**src/rtl/shift_unit_pkg.sv**
```systemverilog
package shift_unit_pkg;
  localparam int INSTR_W   = 16;
  localparam int IMM_LSB   = 9;
  localparam int IMM_W     = 3;
  localparam int DIR_BIT   = 8;
  localparam int LOGIC_BIT = 3;
  localparam int IMM_ZERO_CNT = 8;

  typedef enum logic [1:0] {
    SH_LEFT = 2'd0,
    SH_LSR  = 2'd1,
    SH_ASR  = 2'd2
  } shift_kind_e;

  typedef struct packed {
    logic n;
    logic z;
    logic v;
    logic c;
    logic x;
  } ccr_t;
endpackage

```
**src/rtl/shu_count_sel.sv**
```systemverilog
module shu_count_sel
  import shift_unit_pkg::*;
#(
  parameter int DATA_W = 32,
  localparam int CNT_W = $clog2(2 * DATA_W)
) (
  input  logic [INSTR_W-1:0] instr_i,
  input  logic [DATA_W-1:0]  count_reg_i,
  input  logic               reg_mode_i,
  output logic [CNT_W-1:0]   cnt_o,
  output shift_kind_e        kind_o,
  output logic               arith_o
);
  logic [IMM_W-1:0] imm_f;
  logic [CNT_W-1:0] imm_cnt;

  assign imm_f   = instr_i[IMM_LSB +: IMM_W];
  assign imm_cnt = (imm_f == '0) ? CNT_W'(IMM_ZERO_CNT) : CNT_W'(imm_f);
  // modulo 2*DATA_W by truncation
  assign cnt_o   = reg_mode_i ? count_reg_i[CNT_W-1:0] : imm_cnt;
  assign arith_o = ~instr_i[LOGIC_BIT];

  always_comb begin
    if (instr_i[DIR_BIT])        kind_o = SH_LEFT;
    else if (instr_i[LOGIC_BIT]) kind_o = SH_LSR;
    else                         kind_o = SH_ASR;
  end
endmodule

```
**src/rtl/shu_shifter.sv**
```systemverilog
module shu_shifter
  import shift_unit_pkg::*;
#(
  parameter int DATA_W = 32,
  localparam int CNT_W = $clog2(2 * DATA_W),
  localparam int EXT_W = 2 * DATA_W
) (
  input  logic [DATA_W-1:0] operand_i,
  input  logic [CNT_W-1:0]  cnt_i,
  input  shift_kind_e       kind_i,
  output logic [DATA_W-1:0] result_o,
  output logic              carry_o
);
  logic [EXT_W-1:0] left_ext, right_src, lsr_ext, asr_ext;

  // double-width shift: last bit out sits just beyond the result window
  assign left_ext  = {{DATA_W{1'b0}}, operand_i} << cnt_i;
  assign right_src = {operand_i, {DATA_W{1'b0}}};
  assign lsr_ext   = right_src >> cnt_i;
  assign asr_ext   = $unsigned($signed(right_src) >>> cnt_i);

  always_comb begin
    unique case (kind_i)
      SH_LEFT: begin
        result_o = left_ext[DATA_W-1:0];
        carry_o  = left_ext[DATA_W];
      end
      SH_LSR: begin
        result_o = lsr_ext[EXT_W-1:DATA_W];
        carry_o  = lsr_ext[DATA_W-1];
      end
      default: begin
        result_o = asr_ext[EXT_W-1:DATA_W];
        carry_o  = asr_ext[DATA_W-1];
      end
    endcase
  end
endmodule

```
**src/rtl/shu_flags.sv**
```systemverilog
module shu_flags
  import shift_unit_pkg::*;
#(
  parameter int DATA_W = 32,
  localparam int CNT_W = $clog2(2 * DATA_W)
) (
  input  logic [DATA_W-1:0] result_i,
  input  logic [DATA_W-1:0] operand_i,
  input  logic              carry_i,
  input  logic [CNT_W-1:0]  cnt_i,
  input  logic              x_flag_i,
  input  logic              arith_i,
  input  logic              full_v_i,
  output ccr_t              ccr_o
);
  logic cnt_nz;
  assign cnt_nz = |cnt_i;

  always_comb begin
    ccr_o.n = result_i[DATA_W-1];
    ccr_o.z = ~|result_i;
    ccr_o.c = cnt_nz & carry_i;
    ccr_o.x = cnt_nz ? carry_i : x_flag_i;
    ccr_o.v = full_v_i & arith_i & (result_i[DATA_W-1] ^ operand_i[DATA_W-1]);
  end
endmodule

```
**src/rtl/shift_unit.sv**
```systemverilog
module shift_unit
  import shift_unit_pkg::*;
#(
  parameter int DATA_W = 32,
  localparam int CNT_W = $clog2(2 * DATA_W)
) (
  input  logic               clk_i,
  input  logic               rst_ni,
  input  logic               start_i,
  input  logic [INSTR_W-1:0] instr_i,
  input  logic [DATA_W-1:0]  operand_i,
  input  logic [DATA_W-1:0]  count_reg_i,
  input  logic               x_flag_i,
  input  logic               reg_mode_i,
  input  logic               full_v_i,
  output logic [DATA_W-1:0]  result_o,
  output logic               flag_n_o,
  output logic               flag_z_o,
  output logic               flag_v_o,
  output logic               flag_c_o,
  output logic               flag_x_o,
  output logic               done_o
);
  logic [CNT_W-1:0]  cnt;
  shift_kind_e       kind;
  logic              arith;
  logic [DATA_W-1:0] sh_res;
  logic              sh_carry;
  ccr_t              ccr_d, ccr_q;
  logic [DATA_W-1:0] res_q;
  logic              done_q;

  shu_count_sel #(.DATA_W(DATA_W)) u_cnt (
    .instr_i     (instr_i),
    .count_reg_i (count_reg_i),
    .reg_mode_i  (reg_mode_i),
    .cnt_o       (cnt),
    .kind_o      (kind),
    .arith_o     (arith)
  );

  shu_shifter #(.DATA_W(DATA_W)) u_shf (
    .operand_i (operand_i),
    .cnt_i     (cnt),
    .kind_i    (kind),
    .result_o  (sh_res),
    .carry_o   (sh_carry)
  );

  shu_flags #(.DATA_W(DATA_W)) u_flg (
    .result_i  (sh_res),
    .operand_i (operand_i),
    .carry_i   (sh_carry),
    .cnt_i     (cnt),
    .x_flag_i  (x_flag_i),
    .arith_i   (arith),
    .full_v_i  (full_v_i),
    .ccr_o     (ccr_d)
  );

  always_ff @(posedge clk_i or negedge rst_ni) begin
    if (!rst_ni) begin
      res_q  <= '0;
      ccr_q  <= '0;
      done_q <= 1'b0;
    end else begin
      done_q <= start_i;
      if (start_i) begin
        res_q <= sh_res;
        ccr_q <= ccr_d;
      end
    end
  end

  assign result_o = res_q;
  assign flag_n_o = ccr_q.n;
  assign flag_z_o = ccr_q.z;
  assign flag_v_o = ccr_q.v;
  assign flag_c_o = ccr_q.c;
  assign flag_x_o = ccr_q.x;
  assign done_o   = done_q;
endmodule

```
**config.mk**
```make
export PLATFORM = sky130hd
export DESIGN_NAME = shift_unit
export DESIGN_NICKNAME = d
export VERILOG_FILES = /design/src/rtl/shift_unit_pkg.sv /design/src/rtl/shu_count_sel.sv /design/src/rtl/shu_shifter.sv /design/src/rtl/shu_flags.sv /design/src/rtl/shift_unit.sv
export SDC_FILE = /design/constraint.sdc
export NUM_CORES = 1
export LEC_CHECK = 0
export ABC_AREA = 0
export BUFFER_PORTS_ARGS = -buffer_cell sky130_fd_sc_hd__buf_2
export CAP_MARGIN = 5
export CORE_UTILIZATION = 52
export CTS_BUF_LIST = sky130_fd_sc_hd__clkbuf_4
export DETAILED_ROUTE_END_ITERATION = 12
export PLACE_DENSITY_LB_ADDON = 0.25
export SYNTH_ARGS = -nofsm -noshare
export SYNTH_HDL_FRONTEND = slang
export SYNTH_SLANG_ARGS = --single-unit
```
**constraint.sdc**
```tcl
create_clock -name clk_i -period 0.8 [get_ports clk_i]
set_input_delay 0.04 -clock clk_i [delete_from_list [all_inputs] [get_ports clk_i]]
set_output_delay 0.04 -clock clk_i [all_outputs]
set_load 0.05 [all_outputs]
```
==> results of run 1 <==
## kinds of logic after synthesis
group / synth area share (%)
XOR/XNOR: 0.1524
AO/OA/AOI/OAI: 23.31
flip-flops: 16.11
multiplexers: 37.44
buffers and inverters: 5.463
AND/OR/NAND/NOR: 17.52
## stage by stage
stage / TNS, ps / setup WS, ps
2_1_floorplan: -48470 / -2028
3_3_place_gp: -67410 / -2409
3_5_place_dp: -69110 / -2440
4_1_cts: -51980 / -1796
## timing repair
action	4_1_cts
pin swaps	37
gates resized for setup	244
endpoints found under the setup margin	74
hold endpoints to repair	39
setup buffers	50
hold buffers	3
cloned	5
## metal layers
layer	track usage (%)	GRT overflow
met1	78.97	0
met2	91.98	8
met3	62.92	0
met4	75.83	6
met5	32.86	0
==> results_dict.tcl, run 1 <==
set metrics [dict create \
    die_y_um 107.1 \
    cts.sinks 37 \
    synthTopCellsByCount "77 x nand2_1, 68 x nor2_1, 59 x a21oi_1" \
    track_usage_pct 77.51 \
    cts_made_buffers 5 \
    clock_path_buffers 2 \
    synthMostInstantiatedCell "nand2_1" \
    synth.area.top_cells "mux4_2 22%, dfrtp_1 16%, mux2i_1 9.8%, a21oi_1 5.1%, nand2_1 5.0%" \
    ys_ff_latch 37 \
    die_x_um 107.1 \
    dp.final_hpwl_um 23840 \
    error_line "[ERROR GRT-0116] Global routing finished with congestion. Check the congestion regions in the DRC Viewer." \
    ys_seq_area_share_pct 16.11 \
    dp.cells 1097 \
    ys_types 67 \
    status "did not finish" \
    htreeDepth 2 \
    lastStage "global routing" \
    grt_start_max_net_pins 60 \
    synth_edf_count 0 \
    synth_flop_cell "dfrtp_1" \
    synth.yosys.warnings 0 \
    synth_nets 746 \
    async_reset_ff_share_pct 100.0 \
    syn_inst 660 \
    synth_top_area_cell "mux4_2" \
    num_rows 38 \
    synth_area_um2 5748 \
    postPlaceCellArea_um2 8417 \
    syn_avg_cell_area_um2 8.709 \
    top_level_ports 124 \
    start_util_pct 53.26 \
    synth_top_area_share_pct 21.55 \
    root_buffer "clkbuf_4" \
    place_congestion 1.193 \
    grt_pass1_wl_um 64600 \
    place.port_buffers 86 \
    grt_overflow_total 14 \
    grt_pass1_vias 10479 \
]
==> inputs of run 2 (changes only) <==
--- a/config.mk
+++ b/config.mk
@@ -8,10 +8,9 @@
 export ABC_AREA = 0
 export BUFFER_PORTS_ARGS = -buffer_cell sky130_fd_sc_hd__buf_2
 export CAP_MARGIN = 5
-export CORE_UTILIZATION = 52
-export CTS_BUF_LIST = sky130_fd_sc_hd__clkbuf_4
+export CORE_UTILIZATION = 40
 export DETAILED_ROUTE_END_ITERATION = 12
-export PLACE_DENSITY_LB_ADDON = 0.25
+export PLACE_DENSITY_LB_ADDON = 0.15
 export SYNTH_ARGS = -nofsm -noshare
 export SYNTH_HDL_FRONTEND = slang
 export SYNTH_SLANG_ARGS = --single-unit
==> constraint.sdc (replaced) <==
create_clock -name clk_i -period 1.05 [get_ports clk_i]
set_input_delay 0.0525 -clock clk_i [delete_from_list [all_inputs] [get_ports clk_i]]
set_output_delay 0.0525 -clock clk_i [all_outputs]
set_load 0.05 [all_outputs]
==> run 2 against run 1 <==
Net effect: the flow now finishes, with violations (negative setup slack); synthesized cell count is the same; synthesized area stayed put.
==> results_dict.tcl, run 2 <==
set metrics [dict create \
    end_kind "flip-flop" \
    clock_path_buffers 2 \
    dp.final_hpwl_um 26930 \
    fin_crit_ps 3120 \
    synthTopCellsByCount "77 x nand2_1, 68 x nor2_1, 59 x a21oi_1" \
    setup_viol 37 \
    layout_commonest_cell "buf_4" \
    drt_iter0_drc 1821 \
    worst_pin_slew_ps 756.9 \
    power_per_cell_area_nw_per_um2 1163 \
    antenna_found_initial 2 \
    reg2reg_depth 1 \
    worstPathArrival_ps 3300 \
    synth_nets 746 \
    clock-skew-final_ps 0 \
    num_rows 43 \
    fin_crit_sh_pct 297.1 \
    crit_fanout 6 \
    worst_r2r_startpoint "result_o[2]" \
    cts.sinks 37 \
    crit_top_cell "buf_6" \
    postPlaceCellArea_um2 8718 \
    place_congestion 1.145 \
    drtPass1Iterations 7 \
    fillers 776 \
    required_ps 1230 \
    post_drt_wl_per_cell_um 32.66 \
    multiInputGateArea_um2 5725 \
    grt_pass1_wl_um 53550 \
    ff2ff_setup_slack_ps 250 \
    grt_pass1_vias 8549 \
    status "finished with violations" \
    critPathLaunchType "input pin" \
    clk_latency_ps 290 \
    largest_reg_flops 31 \
    layout_common_cells "296 x buf_4, 87 x buf_6, 83 x buf_2" \
    htreeDepth 2 \
    ys_seq_area_share_pct 16.11 \
    worst-setup-path-type "input pin to flip-flop" \
    syn_inst 660 \
    violations "negative setup slack" \
    route.vias.total 9487 \
    die_x_um 121.9 \
    start_util_pct 41.25 \
    worst_hold_path_type "input pin to flip-flop" \
    max-cap-violations 0 \
    async_reset_ff_share_pct 100.0 \
    die_area_um2 14850 \
    place.port_buffers 86 \
    avgViaCountPerCell 7.366 \
    track_usage_pct 49.77 \
    syn_to_final_growth_pct 97.13 \
    cp_top_family "multiplexers" \
    ys_ff_latch 37 \
    synth_flop_cell "dfrtp_1" \
    synth_area_um2 5748 \
    root_buffer "clkbuf_16" \
    totalWireLength_um 42070 \
    drcViolationCount 0 \
    synth_top_area_share_pct 21.55 \
    top_level_ports 124 \
    slew_headroom_pct 49.26 \
    post-place-ws_ps -2544 \
    cts_tree "done" \
    finalInstanceArea_um2 11330 \
    synthMostInstantiatedCell "nand2_1" \
    synth_top_area_cell "mux4_2" \
    nNetsFinal 1192 \
    setup_slack_ps -2070 \
    synth_edf_count 0 \
    clkTransAtPathRegs_ps 60 \
    crit_path_cell_trace "buf_4 -> mux2_4 -> buf_6 -> buf_12 -> buf_8 -> buf_6 -> mux4_2 -> mux2i_4 -> mux2i_2 -> a211oi_2 -> nand3_1 -> nor3_2 -> nand4_1 -> o41ai_2" \
    power_mw 13.18 \
    critPathBufInv 5 \
    synth.area.top_cells "mux4_2 22%, dfrtp_1 16%, mux2i_1 9.8%, a21oi_1 5.1%, nand2_1 5.0%" \
    fmax_mhz 320.5 \
    rsz0062_at_grt "yes" \
    slowest_delay_ps 510 \
    syn_avg_cell_area_um2 8.709 \
    core_area_um2 13930 \
    maxSlewViolCount 0 \
    p_leak_nw 4.893 \
    die_y_um 121.9 \
    ys_types 67 \
    hold_end "flag_x_o" \
    rr_endpoint "result_o[2]" \
    grt_overflow_total 0 \
    regArea_um2 925.9 \
    hold_viol 0 \
    grt_start_max_net_pins 60 \
    cts_made_buffers 5 \
    final_antenna_net_count 0 \
    synth.yosys.warnings 0 \
    ir_drop_mv 0.8319 \
    layout-drive-gt1-share_pct 69.38 \
    crit_slowest_cell "mux4_2" \
    holdPathStages 3 \
    min_from "x_flag_i" \
]
[run 2: cell counts after synthesis]
Identical to the previous run, type by type.
[run 2: timing repair]
action,4_1_cts,5_1_grt
endpoints found under the setup margin,36,36
setup buffers,61,84
gates resized for setup,160,187
endpoints found under the hold margin,37,0
pin swaps,35,88
cloned,3,0
hold buffers,1,0
[run 2: how the worst max path moves through the flow]
stage | start | to | slack, ps | depth (start not counted)
5_1_grt | reg_mode_i | flag_z_o | -2200 | 17
3_3_place_gp | reg_mode_i | flag_z_o | -2390 | 13
2_1_floorplan | reg_mode_i | flag_z_o | -1790 | 11
4_1_cts | reg_mode_i | flag_z_o | -1870 | 14
3_5_place_dp | reg_mode_i | flag_z_o | -2540 | 13
6_report | instr_i[9] | flag_z_o | -2070 | 14
[run 2: kinds of logic (layout without fill, tap and decap cells)]
logic type	after synthesis	after routing	share of synthesized area, %
mux	138	139	37.44
other cells	0	1	0
buf+inv	65	510	5.463
simple gates	223	224	17.52
flops	37	37	16.11
xor+xnor	1	1	0.1524
compound gates	196	196	23.31
[run 2: area by class of cell]
type / instances / share of cell area (%)
inverter: 4 / 0.1325
tap: 180 / 1.988
multi-input combinational: 560 / 50.53
sequential: 37 / 8.171
antenna: 1 / 0.02208
timing repair buffer: 498 / 37.44
clock inverter: 3 / 0.6073
clock buffer: 5 / 1.104
[run 2: stage by stage]
step | utilization, % | hold slack (ps) | setup TNS, ps | instances
after floorplan | - | -243.1 | -39920 | 660
final | 81.31 | 11.24 | -48410 | 1288
after global routing | 81.31 | 7.191 | -49100 | 1288
after global placement | 62.57 | 96.50 | -59880 | 1169
after detailed placement | 62.57 | 130.1 | -61890 | 1169
after CTS | 72.93 | 5.586 | -41420 | 1237
[run 2: metal layers]
metal	routed length [um]	vias to the layer above	global-route usage, %
li1	-	3540	-
met1	13680	4382	58.96
met2	16850	1066	76.20
met3	6182	497	15.59
met4	5342	2	35.34
met5	13	-	0
[run 2: tightest hold or removal path: stages]
cell     delay (ps)
buf_2           100
nand4_1          60
a21oi_1          60
[run 2: where the power goes]
group | internal, mW | switching [mW]
clock | 1.37 | 0.688
sequential | 1.65 | 0.138
combinational | 4.19 | 5.14
No activity file was read; power rests on OpenSTA's default activity.
==> inputs of run 3 (changes only) <==
--- a/config.mk
+++ b/config.mk
@@ -11,6 +11,7 @@
 export CORE_UTILIZATION = 40
 export DETAILED_ROUTE_END_ITERATION = 12
 export PLACE_DENSITY_LB_ADDON = 0.15
+export SLEW_MARGIN = 30
 export SYNTH_ARGS = -nofsm -noshare
 export SYNTH_HDL_FRONTEND = slang
 export SYNTH_SLANG_ARGS = --single-unit
==> constraint.sdc (replaced) <==
create_clock -name clk_i -period 3.6 [get_ports clk_i]
set_input_delay 0.18 -clock clk_i [delete_from_list [all_inputs] [get_ports clk_i]]
set_output_delay 0.18 -clock clk_i [all_outputs]
set_load 0.05 [all_outputs]
==> run 3 against run 2 <==
Net effect: the flow finishes with violations (negative hold slack); combinational power is 82% lower; clock power is 79% lower; non-clock buffer count is 275 lower; critical path depth is 2 lower; power is 80% lower; worst setup slack better by 2300 ps; register-to-register slack better by 2600 ps; via count is 27% lower; design area is 34% lower; largest power group unchanged.
==> results_dict.tcl, run 3 (synthesis results as in run 2) <==
set metrics [dict create \
    critPathLaunchType "input pin" \
    root_buffer "clkbuf_16" \
    p_leak_nw 3.147 \
    hold_ws_ps -8.357 \
    ff2ff_setup_slack_ps 2840 \
    core_area_um2 13930 \
    postPlaceCellArea_um2 7283 \
    worst_pin_slew_ps 872.4 \
    grt-busiest-layer "met2" \
    slew_headroom_pct 41.84 \
    num_rows 43 \
    setup_viol 0 \
    worst_hold_path_type "input pin to async pin" \
    crit_top_cell "buf_12" \
    layout_common_cells "127 x buf_4, 86 x buf_2, 77 x nand2_1" \
    post-place-ws_ps -26.13 \
    top_level_ports 124 \
    end_kind "flip-flop" \
    p_int_mw 1.374 \
    power_switching_mw 1.220 \
    grt_use_met3_pct 8.052 \
    slowest_delay_ps 580 \
    post_cts_buffers 0 \
    die_area_um2 14850 \
    grt_pass1_vias 6467 \
    layout-drive-gt1-share_pct 38.92 \
    hold_viol 11 \
    crit_path_cell_trace "buf_2 -> buf_12 -> mux2i_4 -> buf_12 -> mux4_2 -> mux2i_1 -> o32ai_1 -> a211oi_1 -> nand3_1 -> nor3_1 -> nand4_1 -> o41ai_2" \
    fmax_mhz 293.1 \
    rr_endpoint "result_o[13]" \
    setup_slack_ps 188.2 \
    reg2reg_depth 1 \
    antenna_found_initial 0 \
    ir_drop_mv 0.2324 \
    avgViaCountPerCell 6.897 \
    largest_reg_flops 31 \
    dp.final_hpwl_um 21460 \
    track_usage_pct 36.92 \
    worst-setup-path-type "input pin to flip-flop" \
    fin_crit_ps 3412 \
    cts.sinks 37 \
    status "finished with violations" \
    power_frac_clock_pct 16.4 \
    grt_pass1_wl_um 40310 \
    critPathBufInv 3 \
    finalInstanceArea_um2 7426 \
    nNetsFinal 915 \
    fin_crit_sh_pct 94.77 \
    grt_overflow_total 0 \
    clock_path_buffers 2 \
    die_y_um 121.9 \
    drt_iter0_drc 1052 \
    final_antenna_net_count 0 \
    power_per_cell_area_nw_per_um2 349.3 \
    start_util_pct 41.25 \
    post_cts_resized 0 \
    die_x_um 121.9 \
    cts_made_buffers 5 \
    crit_slowest_cell "a211oi_1" \
    htreeDepth 2 \
    layout_commonest_cell "buf_4" \
    maxSlewViolCount 0 \
    use_met1_pct 51.26 \
    place.port_buffers 86 \
    power_mw 2.594 \
    grt_start_max_net_pins 60 \
    post_drt_wl_per_cell_um 26.59 \
    switching_share_pct 47.03 \
    rsz0062_at_grt "no" \
    use_met2_pct 54.24 \
    place_congestion 1.032 \
    drcViolationCount 0 \
    syn_to_final_growth_pct 29.19 \
    max-cap-violations 0 \
    crit_fanout 14 \
    violations "negative hold slack" \
    antenna_cells 0 \
    required_ps 3780 \
    worstPathArrival_ps 3590 \
    clkTransAtPathRegs_ps 60 \
    clk_latency_ps 280 \
    totalWireLength_um 26850 \
    stdcell_count 1010 \
    route.vias.total 6966 \
    worst_r2r_startpoint "result_o[13]" \
    p_comb_share_pct 63.8 \
    dp.cells 1002 \
    drtPass1Iterations 5 \
    cts_tree "done" \
    clock-skew-final_ps 0 \
    hold_buffers 0 \
    cp_top_family "multiplexers" \
    seq_power_share_pct 19.8 \
]
## run 3: per-layer routing
layer,part of all wire [%],vias up,wire [um]
met5,0,-,0
met4,5.8,0,1559
met3,11,106,2962
met2,42,523,11400
met1,41,3372,10930
li1,-,2965,-
## run 3: worst max-delay path by stage
stage	startpoint	endpoint	slack (ps)	depth (start not counted)
2_1_floorplan	reg_mode_i	flag_z_o	490	11
3_3_place_gp	reg_mode_i	flag_z_o	-70	12
3_5_place_dp	reg_mode_i	flag_z_o	-30	12
4_1_cts	reg_mode_i	flag_z_o	230	12
5_1_grt	reg_mode_i	flag_z_o	50	12
6_report	reg_mode_i	flag_z_o	190	12
## run 3: power groups by stage
stage               Clock [mW]  Sequential, mW  Combinational, mW
floorplan                    0           0.749              0.725
global placement             0           0.516               1.61
detailed placement           0           0.521               1.61
CTS                      0.431           0.515               1.62
global route             0.450           0.522               1.73
finish                   0.424           0.514               1.66
## run 3: layout make-up
class                      instances  area [um2]
clock buffer                       5       125.1
inverter                           4       15.01
multi-input combinational        558        4533
sequential                        37       925.9
timing repair buffer             223        1584
clock inverter                     3       17.52
fill                            1314        6509
tap                              180       225.2
## run 3: per-stage QoR
stage                     utilization (%)  TNS [ps]
after floorplan                         -         0
after global placement              52.27    -72.71
after detailed placement            52.27    -26.13
after CTS                           53.29         0
after global routing                53.29         0
final                               53.29         0
